<file path="config.mk">
export PLATFORM = sky130hd
export DESIGN_NAME = spi_bidir_byte
export DESIGN_NICKNAME = d
export VERILOG_FILES = /design/src/rtl/sbb_pkg.sv /design/src/rtl/sbb_clkgen.sv /design/src/rtl/sbb_pinmux.sv /design/src/rtl/sbb_shifter.sv /design/src/rtl/spi_bidir_byte.sv
export SDC_FILE = /design/constraint.sdc
export NUM_CORES = 1
export LEC_CHECK = 0
export BUFFER_PORTS_ARGS = -buffer_cell sky130_fd_sc_hd__buf_2
export CAP_MARGIN = 20
export CORE_ASPECT_RATIO = 0.5
export CORE_MARGIN = 8
export CORE_UTILIZATION = 45
export DETAILED_ROUTE_END_ITERATION = 16
export GPL_TIMING_DRIVEN = 0
export PLACE_DENSITY = 0.7
export SLEW_MARGIN = 20
export SYNTH_ARGS = -nofsm -noshare
export SYNTH_HDL_FRONTEND = slang
export SYNTH_SLANG_ARGS = --single-unit
</file>
<file path="constraint.sdc">
create_clock -name clk -period 2.08 [get_ports clk]
set_input_delay 0.104 -clock clk [delete_from_list [all_inputs] [get_ports clk]]
set_output_delay 0.104 -clock clk [all_outputs]
set_load 0.02 [all_outputs]
</file>
<file path="src/rtl/sbb_pkg.sv">
package sbb_pkg;
  localparam int NPINS    = 4;
  localparam int PIN_MISO = 0;
  localparam int PIN_MOSI = 1;
  localparam int PIN_SCK  = 2;
  localparam int PIN_SS   = 3;

  typedef struct packed {
    logic lsb_first;
    logic halt_in_wait;
    logic one_wire;
  } ctrl_t;

  localparam int CTRL_W = $bits(ctrl_t);
endpackage

</file>
<file path="src/rtl/sbb_clkgen.sv">
module sbb_clkgen #(
  parameter int HALF = 2
) (
  input  logic clk,
  input  logic rst_n,
  input  logic run,
  input  logic hold,
  output logic tick
);
  localparam int CW = (HALF > 1) ? $clog2(HALF) : 1;
  localparam logic [CW-1:0] LAST = CW'(HALF - 1);

  logic [CW-1:0] cnt;

  always_ff @(posedge clk) begin
    if (!rst_n)      cnt <= '0;
    else if (!run)   cnt <= '0;
    else if (!hold)  cnt <= (cnt == LAST) ? '0 : cnt + 1'b1;
  end

  assign tick = run & ~hold & (cnt == LAST);

  // a held divider does not advance
  p_hold_freezes_r11: assert property (@(posedge clk) disable iff (!rst_n)
    ($past(run) && $past(hold) && run) |-> $stable(cnt));
endmodule

</file>
<file path="src/rtl/sbb_pinmux.sv">
module sbb_pinmux import sbb_pkg::*; (
  input  logic             clk,
  input  logic             rst_n,
  input  logic             one_wire,
  input  logic             master,
  input  logic             ss_out_en,
  input  logic [NPINS-1:0] dir,
  input  logic [NPINS-1:0] pin_raw,
  input  logic [NPINS-1:0] pin_sync,
  input  logic             data_bit,
  input  logic             sck_q,
  input  logic             busy,
  output logic [NPINS-1:0] pin_oe,
  output logic [NPINS-1:0] pin_out,
  output logic             din
);
  logic m_in, s_in;

  always_comb begin
    m_in = one_wire ? pin_raw[PIN_MOSI]  : pin_raw[PIN_MISO];
    s_in = one_wire ? pin_sync[PIN_MISO] : pin_sync[PIN_MOSI];
    din  = master ? m_in : s_in;

    pin_oe[PIN_MISO] = dir[PIN_MISO] & ~master & ~pin_raw[PIN_SS];
    pin_oe[PIN_MOSI] = dir[PIN_MOSI] & master;
    pin_oe[PIN_SCK]  = dir[PIN_SCK]  & master;
    pin_oe[PIN_SS]   = dir[PIN_SS]   & master & ss_out_en;

    pin_out[PIN_MISO] = data_bit;
    pin_out[PIN_MOSI] = data_bit;
    pin_out[PIN_SCK]  = sck_q;
    pin_out[PIN_SS]   = ~busy;
  end

  // in normal mode the master never drives the pin it samples
  p_master_no_self_drive_r6: assert property (@(posedge clk) disable iff (!rst_n)
    (!one_wire && master) |-> !pin_oe[PIN_MISO]);
  // in normal mode the slave never drives the pin it samples
  p_slave_no_self_drive_r8: assert property (@(posedge clk) disable iff (!rst_n)
    (!one_wire && !master) |-> !pin_oe[PIN_MOSI]);
  // single-wire slave leaves MOSI released
  p_slave_mosi_free_r9: assert property (@(posedge clk) disable iff (!rst_n)
    (one_wire && !master) |-> !pin_oe[PIN_MOSI]);
endmodule

</file>
<file path="src/rtl/sbb_shifter.sv">
module sbb_shifter #(
  parameter int W = 8
) (
  input  logic         clk,
  input  logic         rst_n,
  input  logic         master,
  input  logic         lsb_first,
  input  logic         wr_data,
  input  logic [W-1:0] wdata,
  input  logic         clr_done,
  input  logic         tick,
  input  logic         sck_sync,
  input  logic         ss_sync,
  input  logic         din,
  output logic [W-1:0] sr,
  output logic         out_q,
  output logic         sck_q,
  output logic         busy,
  output logic         done
);
  localparam int CW = $clog2(W + 1);
  localparam logic [CW-1:0] FULL  = CW'(W);
  localparam logic [CW-1:0] LASTB = CW'(W - 1);

  logic [CW-1:0] bitcnt;
  logic          sck_prev, rise, fall, accept, next_bit;
  logic [W-1:0]  shifted;

  always_comb begin
    if (master) begin
      rise   = tick & busy & ~sck_q;
      fall   = tick & busy & sck_q;
      accept = wr_data & ~busy;
    end else begin
      rise   = ~ss_sync & sck_sync & ~sck_prev;
      fall   = ~ss_sync & ~sck_sync & sck_prev;
      accept = wr_data & (bitcnt == '0);
    end
    shifted  = lsb_first ? {din, sr[W-1:1]} : {sr[W-2:0], din};
    next_bit = lsb_first ? sr[0] : sr[W-1];
  end

  always_ff @(posedge clk) begin
    if (!rst_n) begin
      sr       <= '0;
      out_q    <= 1'b0;
      sck_q    <= 1'b0;
      busy     <= 1'b0;
      done     <= 1'b0;
      bitcnt   <= '0;
      sck_prev <= 1'b0;
    end else begin
      sck_prev <= sck_sync;
      if (accept) begin
        sr    <= wdata;
        out_q <= lsb_first ? wdata[0] : wdata[W-1];
        if (master) begin
          busy   <= 1'b1;
          sck_q  <= 1'b0;
          bitcnt <= '0;
        end
      end else if (rise) begin
        sr     <= shifted;
        bitcnt <= bitcnt + 1'b1;
        if (master) sck_q <= 1'b1;
      end else if (fall) begin
        if (master) sck_q <= 1'b0;
        if (bitcnt == FULL) begin
          bitcnt <= '0;
          busy   <= 1'b0;
        end else begin
          out_q <= next_bit;
        end
      end else if (!master && ss_sync) begin
        bitcnt <= '0;
      end

      if (rise && bitcnt == LASTB) done <= 1'b1;
      else if (clr_done)           done <= 1'b0;
    end
  end

  // the transmitted bit holds while SCK is high
  p_out_stable_high_r13: assert property (@(posedge clk) disable iff (!rst_n)
    (master && busy && sck_q && $past(sck_q)) |-> $stable(out_q));
  // the flag rises only once the full byte has been sampled
  p_done_on_last_bit_r5: assert property (@(posedge clk) disable iff (!rst_n)
    $rose(done) |-> (bitcnt == FULL));
  // SCK rests low outside a transfer
  p_sck_idle_low_r3: assert property (@(posedge clk) disable iff (!rst_n)
    !busy |-> !sck_q);
  // during a transfer the shift register moves only on a sampling edge
  p_busy_write_ignored_r12: assert property (@(posedge clk) disable iff (!rst_n)
    (master && $past(master) && busy && $past(busy) && !$past(rise)) |-> $stable(sr));
endmodule

</file>
<file path="src/rtl/spi_bidir_byte.sv">
module spi_bidir_byte import sbb_pkg::*; #(
  parameter int HALF_PERIOD = 2,
  parameter int DATA_W      = 8
) (
  input  logic              clk,
  input  logic              rst_n,
  input  logic              reg_wr,
  input  logic              reg_rd,
  input  logic              reg_addr,
  input  logic [DATA_W-1:0] reg_wdata,
  output logic [DATA_W-1:0] reg_rdata,
  input  logic              master_sel,
  input  logic              ss_out_en,
  input  logic [NPINS-1:0]  pin_dir,
  input  logic              wait_mode,
  input  logic [NPINS-1:0]  pin_in,
  output logic [NPINS-1:0]  pin_out,
  output logic [NPINS-1:0]  pin_oe,
  output logic              xfer_done
);
  ctrl_t             ctrl;
  logic [NPINS-1:0]  sync1, sync2;
  logic [DATA_W-1:0] sr;
  logic              tick, din, out_q, sck_q, busy, wr_data, data_access;

  assign wr_data     = reg_wr & reg_addr;
  assign data_access = (reg_wr | reg_rd) & reg_addr;

  always_ff @(posedge clk) begin
    if (!rst_n) begin
      ctrl  <= '0;
      sync1 <= '0;
      sync2 <= '0;
    end else begin
      sync1 <= pin_in;
      sync2 <= sync1;
      if (reg_wr && !reg_addr) ctrl <= ctrl_t'(reg_wdata[CTRL_W-1:0]);
    end
  end

  assign reg_rdata = reg_addr ? sr : DATA_W'(ctrl);

  sbb_clkgen #(.HALF(HALF_PERIOD)) u_clkgen (
    .clk  (clk),
    .rst_n(rst_n),
    .run  (busy),
    .hold (ctrl.halt_in_wait & wait_mode),
    .tick (tick)
  );

  sbb_shifter #(.W(DATA_W)) u_shifter (
    .clk      (clk),
    .rst_n    (rst_n),
    .master   (master_sel),
    .lsb_first(ctrl.lsb_first),
    .wr_data  (wr_data),
    .wdata    (reg_wdata),
    .clr_done (data_access),
    .tick     (tick),
    .sck_sync (sync2[PIN_SCK]),
    .ss_sync  (sync2[PIN_SS]),
    .din      (din),
    .sr       (sr),
    .out_q    (out_q),
    .sck_q    (sck_q),
    .busy     (busy),
    .done     (xfer_done)
  );

  sbb_pinmux u_pinmux (
    .clk      (clk),
    .rst_n    (rst_n),
    .one_wire (ctrl.one_wire),
    .master   (master_sel),
    .ss_out_en(ss_out_en),
    .dir      (pin_dir),
    .pin_raw  (pin_in),
    .pin_sync (sync2),
    .data_bit (out_q),
    .sck_q    (sck_q),
    .busy     (busy),
    .pin_oe   (pin_oe),
    .pin_out  (pin_out),
    .din      (din)
  );

  // control bits change only through a control write
  p_ctrl_write_only_r2: assert property (@(posedge clk) disable iff (!rst_n)
    !($past(reg_wr) && !$past(reg_addr)) |-> $stable(ctrl));
endmodule

</file>
# Word-level counts from Yosys, hierarchy flattened
# Cells that the tools add are included.
dict set report word_totals {
  register_bits 29
  input_bits 24
  output_inout_bits 17
  elab_cells 102
}
dict set report op_classes {
  add_sub_neg 2
  eq_ne 7
  muxes 34
  n_bitwise 29
  n_reduce_logical 17
}
# op n
set ops {}
lappend ops {{8-bit 2-to-1 mux} 4}
lappend ops {{1-bit 2-to-1 mux} 24}
lappend ops {{4-bit 2-to-1 mux} 6}
lappend ops {{1-bit AND} 20}
lappend ops {{1-bit inverter} 8}
lappend ops {{2-bit nonzero test} 4}
lappend ops {{3-bit AND reduction} 2}
lappend ops {{4-bit by 1-bit adder with 4-bit output (second input constant)} 1}
lappend ops {{4-bit by 3-bit equality test with 1-bit output (second input constant)} 1}
lappend ops {{4-bit equality test (second input constant)} 1}
lappend ops {{4-bit logical NOT} 1}
lappend ops {{2-bit inequality test (second input constant)} 2}
lappend ops {{4-bit by 3-bit inequality test with 1-bit output (second input constant)} 1}
lappend ops {{2-bit AND reduction} 2}
lappend ops {{4-bit AND reduction} 1}
lappend ops {{4-bit nonzero test} 1}
lappend ops {{1-bit logical AND} 3}
lappend ops {{3-bit inequality test (second input constant)} 1}
lappend ops {{3-bit nonzero test} 1}
lappend ops {{1-bit logical NOT} 2}
lappend ops {{2-bit by 1-bit inequality test with 1-bit output (second input constant)} 1}
lappend ops {{1-bit adder (second input constant)} 1}
lappend ops {{1-bit bitwise OR} 1}

# Longest topological paths before layout
# Gate-level depths: netlist of run 1.
dict set report depth {
  word_depth 10
  depth_mapped 8
  ltp_nobuf 7
}

# Hierarchy
# A second synthesis of run 1 with hierarchy kept.
dict set report hier_totals {
  cells_unflattened 184
  area_unflattened_um2 1635.3
}
# module instances cells_per_inst area_per_inst_um2 seq_area_each_um2
set modules_own_cells {}
lappend modules_own_cells {sbb_shifter 1 129 1068.5 340.3}
lappend modules_own_cells {spi_bidir_byte 1 42 446.7 220.2}
lappend modules_own_cells {sbb_pinmux 1 9 75.1 0.0}
lappend modules_own_cells {sbb_clkgen 1 4 45.0 20.0}

# Least setup slack after synthesis of run 1
# OpenSTA, ideal clock, no wires.
dict set report synth_path {
  kind {register to register}
  start {register u_shifter.bitcnt[0]}
  end {register u_shifter.out_q}
  setup_ns 0.123
  t_arrival_ns 1.685
  t_required_ns 1.957
  setup_slack_ns 0.272
  stages_incl_launch_ff 9
  n_path_buf 1
  synth_period_minus_slack_ns 1.808
  path_cell_list {dfxtp_1 > inv_1 > ha_1 > nor3b_2 > o2111a_1 > buf_6 > mux4_2 > nand3_2 > o21ai_2}
}
dict set report synth_via {
  elab_chain_cells 5
  word_cells_on_any_way 9
  cone_classes {eq/ne: 3; mux: 2; bitwise: 1; reduce/logical: 3}
}
# element line_no
set synth_lines {}
lappend synth_lines {{from (decl)} sbb_shifter.sv:25} ;# logic [CW-1:0] bitcnt;
lappend synth_lines {{from (signal assigned)} sbb_shifter.sv:64} ;# bitcnt <= bitcnt + 1'b1;
lappend synth_lines {{4-bit logical NOT} sbb_shifter.sv:37} ;# accept = wr_data & (bitcnt == '0);
lappend synth_lines {{1-bit AND} sbb_shifter.sv:37}
lappend synth_lines {{1-bit 2-to-1 mux} sbb_shifter.sv:30} ;# if (master) begin
lappend synth_lines {{2-bit by 1-bit inequality test with 1-bit output (no source line) (tied with other cells)} --}
lappend synth_lines {{3-bit AND reduction (no source line)} --}
lappend synth_lines {{to (signal assigned)} sbb_shifter.sv:56} ;# out_q <= lsb_first ? wdata[0] : wdata[W-1];
lappend synth_lines {{to (signal assigned)} sbb_shifter.sv:72} ;# out_q <= next_bit;
lappend synth_lines {{to (decl)} sbb_shifter.sv:16} ;# output logic out_q,
# Parallel ways exist; a longest one is shown, timed or not.
# A chain may end at the register's enable or synchronous reset.

# Worst setup path after layout of run 1
# Ends and elaborated chain as after synthesis.

==> results of run 1 <==
metal layers:
layer	routed length (um)	vias up	share of wire, %	global-route usage (%)
met5	0	-	0	0
met4	85	0	2.1	7.46
met2	1790	71	44	20.5
li1	-	721	-	-
met1	1890	665	46	16.9
met3	334	12	8.1	5.25
per-stage QoR:
step	utilization [%]	hold slack (ns)	setup slack [ns]	power, mW	area [sq um]
2_1_floorplan	-	0.226	0.272	0.734	1580
3_5_place_dp	54.1	0.319	0.0968	0.799	1840
6_report	59.1	0.0261	0.0996	1.41	2010
5_1_grt	59.1	0.0349	0.0105	1.47	2010
4_1_cts	57.6	0.0231	0.0703	1.41	1960
3_3_place_gp	54.1	0.311	0.121	0.796	1840
placed cells by master, fill, tap and decap left out, types with 3 or more instances in the layout:
master    instances
o21ai_0           5
mux2_2            7
inv_1             5
and2_1           17
buf_6             3
buf_2            40
mux2i_1           7
buf_4             9
clkbuf_8          6
a21oi_1          15
nand4_1           3
dfxtp_1          29
nand2_1          18
o211ai_1          5
nor2_1            9
clkbuf_1          4
repair_timing:
item	CTS	global route
setup endpoints to repair	0	5
buffers inserted	0	5
hold endpoints to repair	0	0
resized for setup	0	3
cells in the mapped netlist (2+ instances only):
library cell / n
a21oi_1: 15
ha_1: 2
buf_4: 4
o211ai_1: 5
mux2i_1: 8
nor2b_1: 2
a31oi_1: 2
dfxtp_1: 29
mux2_2: 7
buf_6: 3
nor2_1: 9
and2_1: 17
clkbuf_1: 4
inv_1: 5
nand3_1: 2
nand2_1: 18
o21ai_0: 5
nand4_1: 3
mux4_2: 2
a22oi_1: 2
a222oi_1: 2
worst reg2reg max path, cell delays in order, from the launching register on:
cell and delay (ns):
dfxtp_1 0.34, inv_1 0.08, ha_2 0.17, nor3b_4 0.20, o2111a_1 0.25, buf_6 0.13
mux4_2 0.54, nand3_2 0.11, o21ai_2 0.05
cell families after synthesis:
logic type               after synthesis
multiplexers                          17
flip-flops                            29
AND/OR/NAND/NOR                       64
XOR/XNOR                               1
AO/OA/AOI/OAI                         41
adder cells (fa/ha/maj)                2
buffers and inverters                 18
sequential cells by signal, summed over array words and instances, names as in the netlist:
| name | count |
|---|---|
| u_shifter.busy | 1 |
| u_shifter.out_q | 1 |
| u_shifter.done | 1 |
| u_clkgen.cnt | 1 |
| u_shifter.sck_q | 1 |
| ctrl | 3 |
| u_shifter.sr | 8 |
| sync2 | 4 |
| u_shifter.bitcnt | 4 |
| u_shifter.sck_prev | 1 |
| sync1 | 4 |
power breakdown:
group / switching (mW) / leakage (nW) / internal, mW
clock: 0.223 / 0.0574 / 0.389
sequential: 0.0181 / 0.237 / 0.579
combinational: 0.110 / 0.562 / 0.0952
total: 0.351 / 0.857 / 1.06
final timing paths:
| path | start | endpoint | slack (ns) | cells past startpoint |
|---|---|---|---|---|
| min | pin_in[1] | sync1[1] | 0.03 | 2 |
| max | u_shifter.bitcnt[0] | u_shifter.out_q | 0.1 | 8 |
| min reg2reg | sync1[2] | sync2[2] | 0.44 | 1 |
| max reg2reg | u_shifter.bitcnt[0] | u_shifter.out_q | 0.1 | 8 |
area by class of cell:
type	instances	area (sq um)	area share [%]
plain buffers	12	83.8	4.17
clock buffers	6	82.6	4.11
clock inverters	2	37.5	1.87
inverters	6	22.5	1.12
multi-input cells	125	905	45.0
flip-flops and latches	29	581	28.9
well taps	51	63.8	3.18
repair buffers	44	233	11.6
==> summary.md, run 1 <==
| Metric | Value |
|---|---|
| CTS sink cnt | `29` |
| Die Y | `57.9 um` |
| Setup CP Type | `flop to flop` |
| Nets@finish | `249` |
| # placed instances | `262` |
| Hold_buf cts | `0` |
| Hold Violations, Final | `0` |
| CTS tree | `done` |
| Routed WL per cell | `14.9 um` |
| PwrDens | `704 nW/um^2` |
| Synth area leader | `dfxtp_1` |
| Clock root cell | `clkbuf_8` |
| Compound-Gate Fraction of Synth Area | `17.6%` |
| Final Critical Period | `1.98 ns` |
| Slew HR | `62.7%` |
| Endpoint class of the critical path | `flop` |
| Worst Path Arrival | `2.15 ns` |
| Die width | `99.8 um` |
| Crit path cell chain | `inv_1, ha_2, nor3b_4, o2111a_1, buf_6, mux4_2, nand3_2, o21ai_2` |
| Grt ovf | `0` |
| Yosys top cell area share | `36.8%` |
| Post-synthesis adder-cell area fraction | `1.58%` |
| F_max | `505 MHz` |
| Largest family of logic cells by synthesized area | `simple AND/OR/NAND/NOR gates` |
| Netlist cell types | `47` |
| CP max FO | `5` |
| Post-Synth XOR/XNOR Area | `0.555%` |
| Largest net degree at the start of global routing | `11` |
| Fillcell total | `313` |
| Slowest stage delay, CP | `0.54 ns` |
| Sequential fraction of the synthesis area | `36.8%` |
| Cell Area, Synth | `1580 sq um` |
| Hold Crit Class | `input pin to flop` |
| Post-route ant nets | `0` |
| Fin Setup TNS | `0 ns` |
| Clock slew at reported path FFs | `0.07 ns` |
| Clk Latency, worst-skew pair | `0.29 ns` |
| Run status | `finished, final reports clean` |
| Yosys reg bits | `29` |
| RSZ-0062 raised after global routing | `false` |
| EDFF count, synth | `0` |
| Critical path's top delay family | `multiplexers` |
| First-pass GRT wire length | `6260 um` |
| Syn-to-layout area delta | `27.2%` |
| Std-Cell Rows | `15` |
| Port bufs | `39` |
| CTS H-tree lvls | `2` |
| Startpoint types | `flop` |
| Antenna violations before repair | `0` |
| Worst Path Required | `2.25 ns` |
| Die ar. | `5780 sq um` |
| Vias in the first global route | `1322` |
| Worst-path cell with the longest stage delay | `mux4_2` |
| Final period util | `95.2%` |
| Final clock skew | `0.00555 ns` |
| CTS Buf Count | `5` |
| Main area contributors after synthesis | `dfxtp_1 37%, and2_1 6.7%, mux2i_1 5.1%` |
| Max-cap viol count | `0` |
| Post-Synth Simple-Gate Area | `23.9%` |
| Clk buf depth | `2` |
| TritonRoute pass-1 iters | `5` |
| Core area | `3400 sq um` |
| Drt total wl | `4100 um` |
| Final setup viols | `0` |
| CP bufs+invs | `2` |
| Maximum vdd drop | `0.307 mV` |
| HPWL after DPL | `2890 um` |
| Syn_nets | `198` |
| Initial Util | `46.5%` |
| Ports | `41` |
| Synth Warn # | `0` |
| Final Max Slew Viols | `0` |
| Leakage power | `0.857 nW` |
| Mux share of post-synthesis cell area | `12.9%` |
| Layout cell share with drive strength beyond 1 | `34.8%` |
| Vias per inst | `5.34` |
| Syn Inst Count | `172` |
| Initial detailed-routing violation count | `49` |
| Fin cells | `275` |
| Async SR Flop Fraction | `0%` |
| Avg Cell Area, Syn | `9.18 sq um` |
| Final GP Congestion | `0.852` |
| Vias | `1469` |
| GRT Util Overall | `13.8%` |
| Drt drc | `0` |
| Synth Flop Type | `dfxtp_1` |
| Diodes inserted | `0` |
| Worst Tran Pin Value | `0.553 ns` |
No activity file was read; power rests on OpenSTA's default activity.
==> run 2, diff against run 1 <==
--- a/config.mk
+++ b/config.mk
@@ -10,6 +10,7 @@
 export CORE_ASPECT_RATIO = 0.5
 export CORE_MARGIN = 8
 export CORE_UTILIZATION = 45
+export CTS_BUF_LIST = sky130_fd_sc_hd__clkbuf_4
 export DETAILED_ROUTE_END_ITERATION = 16
 export GPL_TIMING_DRIVEN = 0
 export PLACE_DENSITY = 0.7
==> run 2 against run 1 <==
Clock skew increased by 0.0055 ns. Global-route usage decreased by 0.26 points. Die area unchanged. Fmax about the same.
==> summary.md, run 2 (synthesized netlist as in run 1, its figures left out) <==
| Metric | Value |
|---|---|
| Fin cells | `278` |
| Std-Cell Rows | `15` |
| Drt drc | `0` |
| Routed WL per cell | `14.2 um` |
| Core area | `3400 sq um` |
| Maximum vdd drop | `0.321 mV` |
| Vias per inst | `5.15` |
| Top reg by flops | `u_shifter.sr` |
| Fillcell total | `322` |
| Syn-to-layout area delta | `27.3%` |
| Final Max Slew Viols | `0` |
| Setup CP Type | `flop to flop` |
| Port bufs | `39` |
| Hold Crit Class | `input pin to flop` |
| Antenna violations before repair | `0` |
| Final setup viols | `0` |
| Ports | `41` |
| CTS tree | `done` |
| Leakage power | `0.847 nW` |
| Clk Latency, worst-skew pair | `0.34 ns` |
| Initial detailed-routing violation count | `73` |
| Hold Violations, Final | `0` |
| Initial Util | `46.5%` |
| Power Total | `1.26 mW` |
| TritonRoute pass-1 iters | `4` |
| Slew HR | `62.0%` |
| Worst Tran Pin Value | `0.564 ns` |
| CTS sink cnt | `29` |
| Hold Slack | `0.0119 ns` |
| Clk buf depth | `2` |
| Largest net degree at the start of global routing | `11` |
| Final GP Congestion | `0.852` |
| Nets@finish | `252` |
| Vias | `1432` |
| Run status | `finished, final reports clean` |
| Worst Path Required | `2.30 ns` |
| HPWL after DPL | `2890 um` |
| GRT Util Overall | `13.5%` |
| Die ar. | `5780 sq um` |
| Layout cell share with drive strength beyond 1 | `31.7%` |
| Final Critical Period | `1.98 ns` |
| Max-cap viol count | `0` |
| Vias in the first global route | `1336` |
| Drt total wl | `3940 um` |
| Commonest non-fill, non-tap cells in the layout | `40 x buf_2, 29 x dfxtp_1, 18 x nand2_1` |
| Endpoint class of the critical path | `flop` |
| F_max | `505 MHz` |
| Final period util | `95.3%` |
| Placed cell areas | `1840 sq um` |
| CTS H-tree lvls | `2` |
| Startpoint types | `flop` |
| Final clock skew | `0.0111 ns` |
| First-pass GRT wire length | `6250 um` |
| Postcts setup bufs | `0` |
| Diodes inserted | `0` |
| Clock root cell | `clkbuf_4` |
| Max FFs per register | `8` |
| # placed instances | `262` |
| PwrDens | `629 nW/um^2` |
| Post-route ant nets | `0` |
| CTS Buf Count | `5` |
| Fin Setup TNS | `0 ns` |
| Die Y | `57.9 um` |
| Worst Path Arrival | `2.20 ns` |
| Commonest non-fill, non-tap cell in the layout | `buf_2` |
| RSZ-0062 raised after global routing | `false` |
| Design Area, Final | `2010 sq um` |
| Die width | `99.8 um` |
| Grt ovf | `0` |
| CP max FO | `10` |
| Clock slew at reported path FFs | `0.09 ns` |
run 2: cell types whose count changed in the layout (fill, tap and decap cells not counted):
cell           delta
buf_4             -5
clkbuf_8          -6
clkbuf_4          +5
dlygate4sd3_1     +8
clkinv_1          +1
run 2: final cells by class:
cell class / count / area (sq um) / area share [%]
inverter: 6 / 22.5 / 1.12
buffer: 12 / 83.8 / 4.17
clock buffer: 5 / 37.5 / 1.87
timing repair buffer: 47 / 275 / 13.7
sequential: 29 / 581 / 28.9
tap: 51 / 63.8 / 3.18
multi-input combinational: 125 / 905 / 45.0
clock inverter: 3 / 41.3 / 2.05
run 2: final timing paths:
kind / start / to / slack (ns) / depth (start not counted)
worst max-delay path: u_shifter.bitcnt[0] / u_shifter.out_q / 0.1 / 8
worst min-delay path: pin_in[3] / sync1[3] / 0.01 / 2
worst max register to register: u_shifter.bitcnt[0] / u_shifter.out_q / 0.1 / 8
worst min register to register: sync1[2] / sync2[2] / 0.44 / 1
run 2: power breakdown:
group	leakage (nW)	internal, mW	switching, mW
sequential	0.237	0.578	0.0183
clock	0.0389	0.249	0.213
combinational	0.571	0.0986	0.107
run 2: repair_timing:
| item | CTS | global route |
|---|---|---|
| hold buffers | 8 | 0 |
| setup endpoints to repair | 0 | 4 |
| endpoints found under the hold margin | 8 | 0 |
| resized for setup | 0 | 3 |
run 2: layer usage:
| layer | vias to the layer above | track usage (%) | share of wire [%] |
|---|---|---|---|
| met5 | - | 0 | 0 |
| li1 | 730 | - | - |
| met4 | 0 | 5.76 | 1.2 |
| met1 | 658 | 17.2 | 49 |
| met3 | 6 | 4.53 | 5.6 |
| met2 | 38 | 20.4 | 44 |
run 2: stage by stage:
step                      utilization (%)  setup slack, ns
after floorplan                         -            0.272
after global placement               54.1            0.121
after detailed placement             54.1           0.0968
after CTS                            58.8           0.0822
after global routing                 59.2          0.00898
final                                59.2           0.0980
run 2: worst max-delay path, cell delays in order, from the launching register on:
cell and delay, ns:
dfxtp_1 0.36, inv_1 0.08, ha_2 0.19, nor3b_4 0.21, o2111a_1 0.21, buf_6 0.14, mux4_2 0.54, nand3_2 0.10
o21ai_2 0.05
==> run 3, diff against run 2 <==
--- a/config.mk
+++ b/config.mk
@@ -7,7 +7,6 @@
 export LEC_CHECK = 0
 export BUFFER_PORTS_ARGS = -buffer_cell sky130_fd_sc_hd__buf_2
 export CAP_MARGIN = 20
-export CORE_ASPECT_RATIO = 0.5
 export CORE_MARGIN = 8
 export CORE_UTILIZATION = 45
 export CTS_BUF_LIST = sky130_fd_sc_hd__clkbuf_4
==> run 3 against run 2 <==
The run now ends with hold timing left. Power is 0.82% lower. Clock skew is 0.0080 ns lower. Die area is 2.0% lower. Utilization is 0.67 points higher. Combinational power hardly changed. Largest cell class unchanged. Largest power group unchanged. Highest routed layer unchanged.
==> summary.md, run 3 (synthesized netlist as in run 1, its figures left out) <==
| Metric | Value |
|---|---|
| Grt ovf | `0` |
| Commonest non-fill, non-tap cells in the layout | `40 x buf_2, 28 x dfxtp_1, 18 x nand2_1` |
| Clk buf depth | `2` |
| FF-to-FF path depth | `8` |
| Antenna violations before repair | `0` |
| Vias in the first global route | `1314` |
| CTS Buf Count | `5` |
| Hold Path Sink | `u_shifter.sr[6]` |
| Leakage power | `0.856 nW` |
| Final period util | `93.8%` |
| Hold Violations, Final | `1` |
| Fillcell total | `322` |
| CTS sink cnt | `29` |
| Final Critical Period | `1.95 ns` |
| Failing checks | `hold timing` |
| Max-cap viol count | `0` |
| Ports | `41` |
| Vias | `1432` |
| Fin Setup TNS | `0 ns` |
| Hold Crit Class | `input pin to flop` |
| TritonRoute pass-1 iters | `4` |
| Endpoint class of the critical path | `flop` |
| R2R Setup Slk | `0.13 ns` |
| GRT Util Overall | `14.4%` |
| Routed WL per cell | `14.5 um` |
| Worst Tran Pin Value | `0.554 ns` |
| Layout cell share with drive strength beyond 1 | `33.9%` |
| Syn-to-layout area delta | `27.4%` |
| Drt drc | `0` |
| Diodes inserted | `0` |
| Final Util | `59.8%` |
| Worst Path Required | `2.30 ns` |
| Final clock skew | `0.00307 ns` |
| Max FFs per register | `8` |
| Slew HR | `62.7%` |
| Final GP Congestion | `0.789` |
| HPWL after DPL | `2880 um` |
| Std-Cell Rows | `21` |
| First-pass GRT wire length | `6150 um` |
| Hold depth | `3` |
| Initial Util | `46.9%` |
| Vias per inst | `5.25` |
| Clock slew at reported path FFs | `0.09 ns` |
| Startpoint types | `flop` |
| Clk Latency, worst-skew pair | `0.33 ns` |
| Core area | `3360 sq um` |
| CTS H-tree lvls | `2` |
| Fin cells | `273` |
| Run status | `finished, violations left` |
| CTS tree | `done` |
| Final Max Slew Viols | `0` |
| Clock root cell | `clkbuf_4` |
| Post-route ant nets | `0` |
| Die ar. | `5660 sq um` |
| Power Total | `1.25 mW` |
| PwrDens | `623 nW/um^2` |
| Setup CP Type | `flop to flop` |
| Maximum vdd drop | `0.409 mV` |
| Initial detailed-routing violation count | `146` |
| Die Y | `75.2 um` |
| Nets@finish | `253` |
| Drt total wl | `3950 um` |
| Commonest non-fill, non-tap cell in the layout | `buf_2` |
| Die width | `75.2 um` |
| Port bufs | `39` |
| Hold Slack | `-0.00100 ns` |
| CP max FO | `6` |
| F_max | `513 MHz` |
| Reg2reg end | `u_shifter.out_q` |
| Worst Path Arrival | `2.17 ns` |
| # placed instances | `257` |
| Reg2Reg Launch Point | `u_shifter.bitcnt[0]` |
| Largest net degree at the start of global routing | `11` |
| Final setup viols | `0` |
| HP Start | `reg_wdata[6]` |
| Top reg by flops | `u_shifter.sr` |
## run 3: power by group
group	leakage [nW]	switching (mW)	internal, mW
registers	0.238	0.0187	0.578
clock network	0.0410	0.204	0.245
logic	0.578	0.107	0.101
## run 3: repair_timing
item | 4_1_cts | 5_1_grt
resized for setup | 0 | 6
hold buffers | 5 | 1
setup endpoints to repair | 0 | 7
hold endpoints to repair | 5 | 1
setup buffers | 0 | 3
## run 3: worst max-delay path, cell delays in order, from the launching register on
cell	delay, ns
dfxtp_1	0.35
inv_1	0.11
ha_4	0.15
nor3b_4	0.20
o2111a_1	0.25
buf_6	0.13
mux4_2	0.51
nand3_2	0.10
o21ai_2	0.06
## run 3: metrics by stage
step / instance area (sq um) / setup slack [ns]
after CTS: 1950 / 0.0853
final: 2010 / 0.130
after detailed placement: 1830 / 0.0973
after global routing: 2010 / -0.00624
after floorplan: 1580 / 0.272
after global placement: 1830 / 0.114
## run 3: worst max-delay path by stage
| stage | from | slack (ns) | end |
|---|---|---|---|
| 3_3_place_gp | u_shifter.bitcnt[0] | 0.11 | u_shifter.bitcnt[2] |
| 3_5_place_dp | u_shifter.bitcnt[0] | 0.1 | u_shifter.out_q |
| 2_1_floorplan | u_shifter.bitcnt[0] | 0.27 | u_shifter.out_q |
| 6_report | u_shifter.bitcnt[0] | 0.13 | u_shifter.out_q |
| 5_1_grt | u_shifter.bitcnt[0] | -0.006 | u_shifter.sr[2] |
| 4_1_cts | u_shifter.bitcnt[0] | 0.09 | u_shifter.out_q |
## run 3: final cells by class
| class | count | area (sq um) | area share [%] |
|---|---|---|---|
| well taps | 46 | 57.6 | 2.86 |
| clock inverters | 2 | 35.0 | 1.74 |
| repair buffers | 48 | 278 | 13.8 |
| plain buffers | 12 | 83.8 | 4.17 |
| inverters | 6 | 22.5 | 1.12 |
| clock buffers | 5 | 37.5 | 1.87 |
| flip-flops and latches | 29 | 582 | 28.9 |
| multi-input cells | 125 | 916 | 45.5 |
## run 3: metal layers
layer,up-vias,GRT usage [%],share of wire (%)
met4,0,5.54,1.3
met5,-,0,0
met2,42,21.6,45
met1,658,18.9,48
li1,725,-,-
met3,7,3.99,6.1
